===== config.mk =====
export PLATFORM = sky130hd
export DESIGN_NAME = smbus_seq
export DESIGN_NICKNAME = d
export VERILOG_FILES = /design/src/rtl/smbus_seq_pkg.sv /design/src/rtl/smbus_seq_req.sv /design/src/rtl/smbus_seq_tmr.sv /design/src/rtl/smbus_seq_rbuf.sv /design/src/rtl/smbus_seq.sv
export SDC_FILE = /design/constraint.sdc
export NUM_CORES = 1
export LEC_CHECK = 0
export ABC_AREA = 1
export ABC_CLOCK_PERIOD_IN_PS = 3100
export BUFFER_PORTS_ARGS = -buffer_cell sky130_fd_sc_hd__buf_2
export CAP_MARGIN = 25
export CORE_ASPECT_RATIO = 0.7
export CORE_MARGIN = 2
export CORE_UTILIZATION = 30
export CTS_CLUSTER_DIAMETER = 40
export DETAILED_ROUTE_END_ITERATION = 8
export HOLD_SLACK_MARGIN = 0.08
export PLACE_DENSITY_LB_ADDON = 0.08
export SLEW_MARGIN = 15
export SYNTH_ARGS = -nofsm -noshare
export SYNTH_HDL_FRONTEND = slang
export SYNTH_HIERARCHICAL = 1
export SYNTH_SLANG_ARGS = --single-unit

===== constraint.sdc =====
create_clock -name clk -period 3.1 [get_ports clk]
set_clock_uncertainty 0.2 [all_clocks]
set_input_delay 0.465 -clock clk [delete_from_list [all_inputs] [get_ports clk]]
set_output_delay 0.465 -clock clk [all_outputs]
set_load 0.005 [all_outputs]

===== src/rtl/smbus_seq_pkg.sv =====
package smbus_seq_pkg;
  typedef enum logic [2:0] {
    K_QUICK = 3'd0, K_BYTE = 3'd1, K_BDATA = 3'd2, K_WORD = 3'd3, K_BLOCK = 3'd4
  } kind_e;

  typedef enum logic [2:0] {
    S_IDLE, S_ADDR, S_CMD, S_RSTART, S_QUICK, S_READ, S_WRITE
  } st_e;

  typedef enum logic [1:0] {
    RES_OK = 2'd0, RES_NODEV = 2'd1, RES_IOERR = 2'd2, RES_INVAL = 2'd3
  } res_e;
endpackage


===== src/rtl/smbus_seq_req.sv =====
module smbus_seq_req
  import smbus_seq_pkg::*;
#(
  parameter int MAX_LEN = 32,
  localparam int LW = $clog2(MAX_LEN + 1)
) (
  input  logic [2:0]    kind,
  input  logic          rd,
  input  logic [LW-1:0] blen,
  output logic          legal,
  output logic [LW-1:0] xlen,
  output logic          via_quick
);
  // payload byte count implied by the kind
  function automatic logic [LW-1:0] kind_len(input logic [2:0] k, input logic [LW-1:0] b);
    case (k)
      3'(K_QUICK):             return '0;
      3'(K_BYTE), 3'(K_BDATA): return LW'(1);
      3'(K_WORD):              return LW'(2);
      default:                 return b;
    endcase
  endfunction

  function automatic logic kind_ok(input logic [2:0] k, input logic r, input logic [LW-1:0] b);
    if (k > 3'(K_BLOCK)) return 1'b0;
    if (k == 3'(K_BLOCK) && (b == '0 || b > LW'(MAX_LEN))) return 1'b0;
    if (r && kind_len(k, b) == '0) return 1'b0;
    return 1'b1;
  endfunction

  assign xlen      = kind_len(kind, blen);
  assign legal     = kind_ok(kind, rd, blen);
  assign via_quick = (kind == 3'(K_QUICK)) || (kind == 3'(K_BYTE));
endmodule


===== src/rtl/smbus_seq_tmr.sv =====
module smbus_seq_tmr #(
  parameter int TW = 16
) (
  input  logic          clk,
  input  logic          rst_n,
  input  logic          run,
  input  logic          kick,
  input  logic [TW-1:0] limit,
  output logic          expire
);
  logic [TW-1:0] cnt;

  assign expire = run && !kick && (({1'b0, cnt} + (TW+1)'(1)) >= {1'b0, limit});

  always_ff @(posedge clk) begin
    if (!rst_n)                     cnt <= '0;
    else if (!run || kick || expire) cnt <= '0;
    else                            cnt <= cnt + 1'b1;
  end
endmodule


===== src/rtl/smbus_seq_rbuf.sv =====
module smbus_seq_rbuf #(
  parameter int MAX_LEN = 32,
  localparam int IW = $clog2(MAX_LEN)
) (
  input  logic                 clk,
  input  logic                 rst_n,
  input  logic                 we,
  input  logic [IW-1:0]        idx,
  input  logic [7:0]           din,
  output logic [MAX_LEN*8-1:0] data
);
  logic [7:0] lane [MAX_LEN];

  always_ff @(posedge clk) begin
    for (int i = 0; i < MAX_LEN; i++) begin
      if (!rst_n)                      lane[i] <= '0;
      else if (we && idx == IW'(i))    lane[i] <= din;
    end
  end

  for (genvar g = 0; g < MAX_LEN; g++) begin : g_out
    assign data[g*8 +: 8] = lane[g];
  end
endmodule


===== src/rtl/smbus_seq.sv =====
module smbus_seq
  import smbus_seq_pkg::*;
#(
  parameter int MAX_LEN = 32,
  parameter int TW = 16,
  localparam int LW = $clog2(MAX_LEN + 1),
  localparam int IW = $clog2(MAX_LEN),
  localparam int DW = MAX_LEN * 8
) (
  input  logic          clk,
  input  logic          rst_n,
  input  logic          req_valid,
  output logic          req_ready,
  input  logic [6:0]    req_addr,
  input  logic          req_rd,
  input  logic [7:0]    req_cmd,
  input  logic [2:0]    req_kind,
  input  logic [LW-1:0] req_len,
  input  logic [DW-1:0] req_wdata,
  input  logic [TW-1:0] tmo_limit,
  input  logic          ev_done,
  input  logic          ev_nack,
  input  logic          ev_berr,
  input  logic          ev_master,
  input  logic [7:0]    eng_rdata,
  output logic          eng_start,
  output logic          eng_stop,
  output logic          eng_nack,
  output logic          eng_wr,
  output logic [7:0]    eng_wdata,
  output logic          done,
  output logic [1:0]    result,
  output logic          reset_req,
  output logic [DW-1:0] rd_data,
  output logic          spurious
);
  st_e           state;
  logic [7:0]    abyte, cmd_q;
  logic [DW-1:0] wbuf;
  logic [LW-1:0] remain, idx;

  logic          legal, via_quick, accept, busy;
  logic [LW-1:0] xlen;
  logic          ev_any, ev_fatal, ev_neg, ev_step, tmo_expire, rx_we;
  logic [DW-1:0] wload;
  logic [7:0]    wlane [MAX_LEN];

  // event classification, error paths take priority over negative ack
  assign ev_any   = ev_done || ev_nack || ev_berr;
  assign ev_fatal = ev_any && (ev_berr || !ev_master);
  assign ev_neg   = ev_any && !ev_fatal && ev_nack;
  assign ev_step  = ev_any && !ev_fatal && !ev_neg;

  assign busy      = (state != S_IDLE);
  assign req_ready = !busy;
  assign accept    = req_valid && req_ready;
  assign rx_we     = (state == S_READ) && ev_step;
  assign wload     = (req_kind == 3'(K_BYTE) && !req_rd) ? DW'(req_cmd) : req_wdata;

  for (genvar g = 0; g < MAX_LEN; g++) begin : g_wl
    assign wlane[g] = wbuf[g*8 +: 8];
  end

  smbus_seq_req #(.MAX_LEN(MAX_LEN)) u_req (
    .kind(req_kind), .rd(req_rd), .blen(req_len),
    .legal(legal), .xlen(xlen), .via_quick(via_quick)
  );

  smbus_seq_tmr #(.TW(TW)) u_tmr (
    .clk(clk), .rst_n(rst_n), .run(busy), .kick(ev_any),
    .limit(tmo_limit), .expire(tmo_expire)
  );

  smbus_seq_rbuf #(.MAX_LEN(MAX_LEN)) u_rbuf (
    .clk(clk), .rst_n(rst_n), .we(rx_we), .idx(idx[IW-1:0]),
    .din(eng_rdata), .data(rd_data)
  );

  always_ff @(posedge clk) begin
    if (!rst_n) begin
      state <= S_IDLE;
      abyte <= '0; cmd_q <= '0; wbuf <= '0; remain <= '0; idx <= '0;
      eng_start <= 1'b0; eng_stop <= 1'b0; eng_nack <= 1'b0; eng_wr <= 1'b0;
      eng_wdata <= '0; done <= 1'b0; result <= RES_OK; reset_req <= 1'b0;
      spurious <= 1'b0;
    end else begin
      eng_start <= 1'b0; eng_stop <= 1'b0; eng_wr <= 1'b0;
      done <= 1'b0; reset_req <= 1'b0;
      if (!busy) begin
        if (ev_any) spurious <= 1'b1;
        if (accept) begin
          if (!legal) begin
            done   <= 1'b1;
            result <= RES_INVAL;
          end else begin
            abyte     <= {req_addr, req_rd};
            cmd_q     <= req_cmd;
            wbuf      <= wload;
            remain    <= xlen;
            idx       <= '0;
            eng_start <= 1'b1;
            state     <= via_quick ? S_QUICK : S_ADDR;
          end
        end
      end else if (ev_fatal || tmo_expire) begin
        done <= 1'b1; result <= RES_IOERR; reset_req <= 1'b1; state <= S_IDLE;
      end else if (ev_neg) begin
        eng_stop <= 1'b1; done <= 1'b1; result <= RES_NODEV; state <= S_IDLE;
      end else if (ev_step) begin
        case (state)
          S_ADDR: begin
            eng_wr <= 1'b1; eng_wdata <= {abyte[7:1], 1'b0}; state <= S_CMD;
          end
          S_CMD: begin
            eng_wr <= 1'b1; eng_wdata <= cmd_q;
            state  <= abyte[0] ? S_RSTART : S_WRITE;
          end
          S_RSTART, S_QUICK: begin
            if (state == S_RSTART) eng_start <= 1'b1;
            eng_wr <= 1'b1; eng_wdata <= abyte;
            if (abyte[0]) begin
              eng_nack <= (remain == LW'(1));
              state    <= S_READ;
            end else begin
              state <= S_WRITE;
            end
          end
          S_READ: begin
            eng_nack <= (remain == LW'(2));
            if (remain == LW'(1)) begin
              eng_stop <= 1'b1; done <= 1'b1; result <= RES_OK; state <= S_IDLE;
            end
            idx    <= idx + 1'b1;
            remain <= remain - 1'b1;
          end
          S_WRITE: begin
            if (remain == '0) begin
              eng_stop <= 1'b1; done <= 1'b1; result <= RES_OK; state <= S_IDLE;
            end else begin
              eng_wr <= 1'b1; eng_wdata <= wlane[idx[IW-1:0]];
              idx    <= idx + 1'b1;
              remain <= remain - 1'b1;
            end
          end
          default: state <= S_IDLE;
        endcase
      end
    end
  end


  accept_chk: assert property (@(posedge clk) disable iff (!rst_n)
    accept && legal |=> eng_start && !req_ready);

  reject_chk: assert property (@(posedge clk) disable iff (!rst_n)
    accept && !legal |=> done && result == 2'(RES_INVAL) && !eng_start && req_ready);

  rd_lane_chk: assert property (@(posedge clk) disable iff (!rst_n)
    rx_we |-> idx < LW'(MAX_LEN));

  ok_stop_chk: assert property (@(posedge clk) disable iff (!rst_n)
    done && result == 2'(RES_OK) |-> eng_stop);

  nack_chk: assert property (@(posedge clk) disable iff (!rst_n)
    busy && ev_neg |=> eng_stop && done && result == 2'(RES_NODEV) && !reset_req);

  fatal_chk: assert property (@(posedge clk) disable iff (!rst_n)
    busy && ev_fatal |=> done && reset_req && result == 2'(RES_IOERR) && !eng_stop);

  tmo_chk: assert property (@(posedge clk) disable iff (!rst_n)
    tmo_expire |=> done && reset_req && result == 2'(RES_IOERR));

  idle_ev_chk: assert property (@(posedge clk) disable iff (!rst_n)
    !busy && ev_any && !req_valid |=> !eng_wr && !eng_stop && !eng_start && spurious);

  sticky_chk: assert property (@(posedge clk) disable iff (!rst_n)
    spurious |=> spurious);
endmodule


After elaboration in Yosys (flattened, before gate mapping)
Memory sizes are Yosys's and may differ from the RTL's.
Index checks and enable logic that the tools add are counted.
- bits in registers: 320
- memory bits (writable): 256
- input bits: 312
- output and inout port bits: 274
- word-level logic and storage cells: 408
- memories kept: 1
- memory list (memory ; depth ; bits a word ; read ports ; clocked after memory_dff ; wr ports ; RTL line ; source):
    u_rbuf.lane ; 32 ; 8 ; 32 ; 0 ; 32 ; smbus_seq_rbuf.sv:12 ; logic [7:0] lane [MAX_LEN];
- add/sub/neg operators: 4
- magnitude comparators: 4
- equality and inequality tests: 55
- multiplexer cells: 209
- bitwise logic cells: 38
- reduce and logical (&&, ||, !) cells: 81
- operators by type and width (kind ; number):
    8-bit 2-to-1 mux ; 35
    256-bit 2-to-1 mux ; 1
    1-bit 2-to-1 mux ; 128
    6-bit 2-to-1 mux ; 16
    5-bit equality test (second input constant) ; 16
    1-bit logical AND ; 43
    8-bit binary-select mux with 5-bit select ; 1
    5-bit by 4-bit equality test with 1-bit output (second input constant) ; 8
    1-bit bitwise OR ; 32
    8-bit case mux with 4 select lines ; 1
    3-bit 2-to-1 mux ; 10
    6-bit case mux with 2 select lines ; 2
    5-bit by 3-bit equality test with 1-bit output (second input constant) ; 4
    6-bit logical NOT ; 3
    2-bit 2-to-1 mux ; 9
    6-bit case mux with 3 select lines ; 1
    6-bit AND reduction ; 3
    16-bit by 1-bit adder with 17-bit output (second input constant) ; 1
    17-bit by 16-bit >= comparator with 1-bit output ; 1
    16-bit by 1-bit adder with 16-bit output (second input constant) ; 1
    5-bit != test (second input constant) ; 3
    3-bit case mux with 5 select lines ; 1
    3-bit by 2-bit equality test with 1-bit output (second input constant) ; 4
    3-bit equality test (second input constant) ; 4
    33 further kinds ; 63

Longest topological paths before layout
- depth after elaboration: 18
- mapped depth: 26
- depth with buffers taken out: 26

Hierarchy
The synthesis kept the hierarchy.
- modules (own cells, without submodules) (module ; instances ; cells an instance ; area an instance (um^2) ; seq. area each (um^2)):
    smbus_seq ; 1 ; 1933 ; 14254.9 ; 6065.8
    smbus_seq_rbuf ; 1 ; 680 ; 9824.4 ; 7687.4
    smbus_seq_tmr ; 1 ; 188 ; 1280.0 ; 320.3
    smbus_seq_req ; 1 ; 36 ; 173.9 ; 0.0

Worst setup path before layout
OpenSTA, ideal clock, no wires.
- path type: register to register
- start point: register u_tmr.cnt[0]
- end point: register eng_wdata[7]
- library setup time: 119 ps
- arrival: 2989 ps
- data required time: 2781 ps
- setup slack: -209 ps
- stages on the path, launching flop included: 24
- path buffers: 0
- clock period less this slack: 3309 ps
- path through: dfxtp_1 -> ha_1 -> nand2_1 -> nor2_2 -> nand2_2 -> nor2_1 -> nand2_1 -> xor2_1 -> inv_1 -> ha_1 -> nand2_1 -> nor2_1 -> a21boi_0 -> nor2_1 -> nand3_1 -> nand2_1 -> inv_1 -> a21oi_2 -> nand2_1 -> nor2_1 -> nand2_2 -> inv_2 -> and3_1 -> a21oi_1
- longest elaborated chain between the ends: 6
- ends and longest elaborated chain (element ; RTL line ; source):
    from (decl) ; smbus_seq_tmr.sv:11 ; logic [TW-1:0] cnt;
    from (signal assigned) ; smbus_seq_tmr.sv:18 ; else cnt <= cnt + 1'b1;
    16-bit by 1-bit adder with 17-bit output ; smbus_seq_tmr.sv:13 ; assign expire = run && !kick && (({1'b0, cnt} + (TW+1)'(1)) >= {1'b0, limit});
    17-bit by 16-bit >= comparator with 1-bit output ; smbus_seq_tmr.sv:13 ;
    1-bit logical AND ; smbus_seq_tmr.sv:13 ;
    via tmo_expire ; smbus_seq.sv:44 ; logic ev_any, ev_fatal, ev_neg, ev_step, tmo_expire, rx_we;
    1-bit logical OR ; smbus_seq.sv:105 ; end else if (ev_fatal || tmo_expire) begin
    1-bit NOT (no source line) ; - ;
    6-bit AND reduction (no source line) ; - ;
    to (signal assigned) ; smbus_seq.sv:112 ; eng_wr <= 1'b1; eng_wdata <= {abyte[7:1], 1'b0}; state <= S_CMD;
    to (signal assigned) ; smbus_seq.sv:115 ; eng_wr <= 1'b1; eng_wdata <= cmd_q;
    to (signal assigned) ; smbus_seq.sv:120 ; eng_wr <= 1'b1; eng_wdata <= abyte;
    to (decl) ; smbus_seq.sv:30 ; output logic [7:0] eng_wdata,
The timed path passes the listed nets, and every way through them passes these cells.
A chain may end at the register's enable or synchronous reset.

Worst setup path after layout
- start point: register u_tmr.cnt[0]
- end point: register eng_wdata[6]
The elaborated chain is that of the path after synthesis.

==> run metrics <==
Worst Setup SP=u_tmr/cnt[0]$_SDFF_PP0_; reg-to-reg endpoint=eng_wdata[6]$_SDFFE_PN0P_; Iter 0 DRT Violations=~1600; clock latency on the worst-skew pair=650 ps; Rows=89; vias in the first global route=between 20000 and 25000; DR WL met3=6.01 mm; most frequent cells in the layout=buf_2 (584), a21oi_1 (342), nor2_1 (333); worst hold path endpoint=remain[3]$_SDFFE_PN0P_; P&R area growth vs syn=44.1%; DRC=0; via/cell ratio=just under 5; worst hold margin=~150 ps; power density over the cells=roughly 660 nW/um^2; fin crit period=around 3400 ps; CTS H-tree lvls=3; DR top layer=met5; post-synthesis net count=roughly 3200; mean area per synthesized cell=9.00 sq um; mux cell area share after synthesis=0.0392%; post-synthesis adder-cell area fraction=~1.0%; via count=~24000; initial antenna violation count=9; Hold Crit Class=in2reg; WL/cell=20.7 microns; CTS root buf=clkbuf_16; Clock Tree Buf Depth=3; max_slew headroom=50.2%; Port Buffers=between 500 and 600; Synth Area in Compound Gates=17.2%; Netlist cell types=between 40 and 50; wire length on met1=around 47 mm; post-synthesis cell count=around 2800; clock transition at the registers of the reported paths=60 ps; R2R depth=24; status=finished with violations; count of yosys warnings during synthesis=6; Worst VDD drop=0.354 mV; final hold vios=0; Placeable Area=about 84000 sq um; Die Area=between 80000 and 90000 sq um; Die Ht=248 microns; Remaining Overflow, GRT=0; CTS Buf Count=90; routed wire length=a little over 100 mm; count of pins over their slew limit=0; routed wl met2=approximately 46 mm; Top Ports=586; routability cong.=between 0.8 and 0.9; most common cell after layout, fill and taps aside=buf_2; critical path type=reg2reg; Synth async-reset ratio=0%; flops & latches, synth=about 580; CTS tree=built; CP Data Required Time=between 3000 and 4000 ps; simple-gate share of the synthesized area=18.5%; Worst setup EP type=register; fmax=0.291 GHz; Post-synth EDFFs=256; Syn Std Cell Area=roughly 26000 sq um; Setup Viol. Count Final=29; R2R setup slack=-340 ps; CP arrival=roughly 3800 ps; first-pass GRT wire length=150 mm; post-synthesis sequential area ratio=about 55%; Routed Antenna Nets=0; worst setup margin=-340 ps; total iterations of the first detailed-routing run=5; fin crit share=111%; reg2reg start=u_tmr/cnt[0]$_SDFF_PP0_; maxcap violations=0; starting density of the core=between 30 and 40%; die width=~350 microns; GRT Overall Usage=a little under a quarter; fraction of layout cells with a size suffix above 1=a little under 30%; Worst Setup Start Kind=register; # clock sinks=around 580; nets=slightly above 4000; failing checks=setup timing; Main synth FF type=dfxtp_1; largest family of logic cells by synthesized area=simple AND/OR/NAND/NOR gates; unrepaired setup endpoints after global routing=true; largest net degree at the start of global routing=104; Crit Path Max Fanout=7; leakage power=between 15 and 20 nW; WHS Path Cells=5; Hold Path Origin=req_len[3]; post-synthesis xor/xnor area fraction=0.480%; Tightest Pin Transition=740 ps; DP Wirelength=approximately 71 mm; Total Power=~24 mW
[sequential cells by signal (all words and copies together) (netlist names), 2 cells and up]
| signal | flops |
|---|---|
| abyte | 8 |
| cmd_q | 8 |
| eng_wdata | 8 |
| idx | 5 |
| remain | 6 |
| result | 2 |
| state | 3 |
| u_rbuf/lane | 256 |
| u_tmr/cnt | 16 |
| wbuf | 256 |
[worst max-delay path, cell delays in order (launching register included)]
cell and delay [ps]:
dfxtp_4 360, ha_4 140, nand2_4 60, nor2_4 140
nand2_4 90, nor3_4 130, xnor2_1 160, inv_1 70
ha_1 300, nand2_2 90, inv_1 40, nand2_1 70
a21boi_2 50, nor2_2 130, nand3_2 100, buf_6 150
nand2_4 70, inv_4 40, a21oi_4 210, nand2_2 120
nor2_4 160, nand2_4 100, buf_12 160, nor2_4 70
a21oi_1 60
[power by group]
group / leakage [nW] / total, mW / internal, mW / switching, mW
Clock: 1.52 / 10.5 / 6.52 / 3.96
Combinational: 8.26 / 4.74 / 1.75 / 2.98
Sequential: 5.25 / 9.13 / 8.79 / 0.340
[cell families (layout without fill, tap and decap cells)]
family                     count (synthesis)  in the layout
other                                      0              2
AOI/OAI and AO/OA                        725            725
xor gates and xnor gates                  14             14
muxes                                      1              1
buffers and inverters                    489           1450
DFF                                      575            575
and+or+nand+nor                         1012           1014
adders and majority gates                 21             21
[worst max path at each step]
stage                                     end  slack (ps)  depth (start not counted)
finish              eng_wdata[6]$_SDFFE_PN0P_        -340                         24
global route        eng_wdata[7]$_SDFFE_PN0P_        -560                         24
CTS                    remain[0]$_SDFFE_PN0P_        -290                         24
detailed placement     remain[0]$_SDFFE_PN0P_        -530                         24
global placement       remain[4]$_SDFFE_PN0P_        -410                         24
floorplan           eng_wdata[7]$_SDFFE_PN0P_         -60                         23
[cell usage after synthesis, types with 3 or more instances]
library cell | count | share of area, %
nand2_1 | 342 | 5.0
nor2_2 | 19 | 0.47
dfxtp_1 | 319 | 25
buf_2 | 54 | 1.1
nor3b_1 | 4 | 0.12
a21oi_1 | 354 | 6.9
nor2_1 | 351 | 5.2
nor2_4 | 13 | 0.57
nand2_2 | 7 | 0.17
buf_6 | 4 | 0.18
buf_1 | 14 | 0.21
ha_1 | 21 | 1.0
nand3_2 | 12 | 0.47
o22ai_1 | 11 | 0.27
inv_2 | 13 | 0.19
xor2_1 | 11 | 0.38
o21ai_0 | 158 | 3.1
o21ai_1 | 4 | 0.078
a211oi_1 | 106 | 3.1
nand3_4 | 18 | 1.2
o211ai_1 | 39 | 1.1
a211oi_2 | 46 | 2.3
edfxtp_1 | 256 | 30
nor3_1 | 10 | 0.20
nand4_1 | 17 | 0.42
xnor2_1 | 3 | 0.10
clkbuf_1 | 133 | 2.0
buf_4 | 7 | 0.21
nand3_1 | 204 | 4.0
inv_1 | 261 | 3.8
nand2_4 | 7 | 0.31
[layer usage]
layer	GRT usage (%)	vias up
met1	31.7	11600
met2	34.9	732
met4	6.77	10
li1	-	11500
met5	0	-
met3	4.45	167
[through the flow]
stage | std cells | utilization, % | area [sq um] | worst slack, ps | TNS [ps]
3_5_place_dp | 4476 | 35.9 | 30300 | -534 | -13010
6_report | 4939 | 43.6 | 36800 | -340 | -8150
2_1_floorplan | 2837 | - | 25600 | -55.5 | -55.5
4_1_cts | 4929 | 43.2 | 36500 | -294 | -7180
5_1_grt | 4937 | 43.6 | 36800 | -561 | -17150
3_3_place_gp | 4476 | 35.9 | 30300 | -410 | -10110
[area by class of cell]
type / instances / area (sq um)
timing repair inverter: 1 / 7.51
sequential: 575 / 14100
tap: 1137 / 1420
timing repair buffer: 1006 / 7070
inverter: 277 / 1060
multi-input combinational: 1775 / 10000
clock inverter: 67 / 762
fill: 8258 / 47500
antenna: 2 / 5.00
clock buffer: 99 / 2370
[what timing repair did]
item | in CTS | in global routing
gates resized for setup | 63 | 71
setup buffers | 10 | 9
pin swaps | 27 | 32
hold endpoints to repair | 282 | 0
setup endpoints to repair | 30 | 47
gates cloned | 2 | 1
hold buffers | 275 | 0
Power figures use the tool's default switching activity.
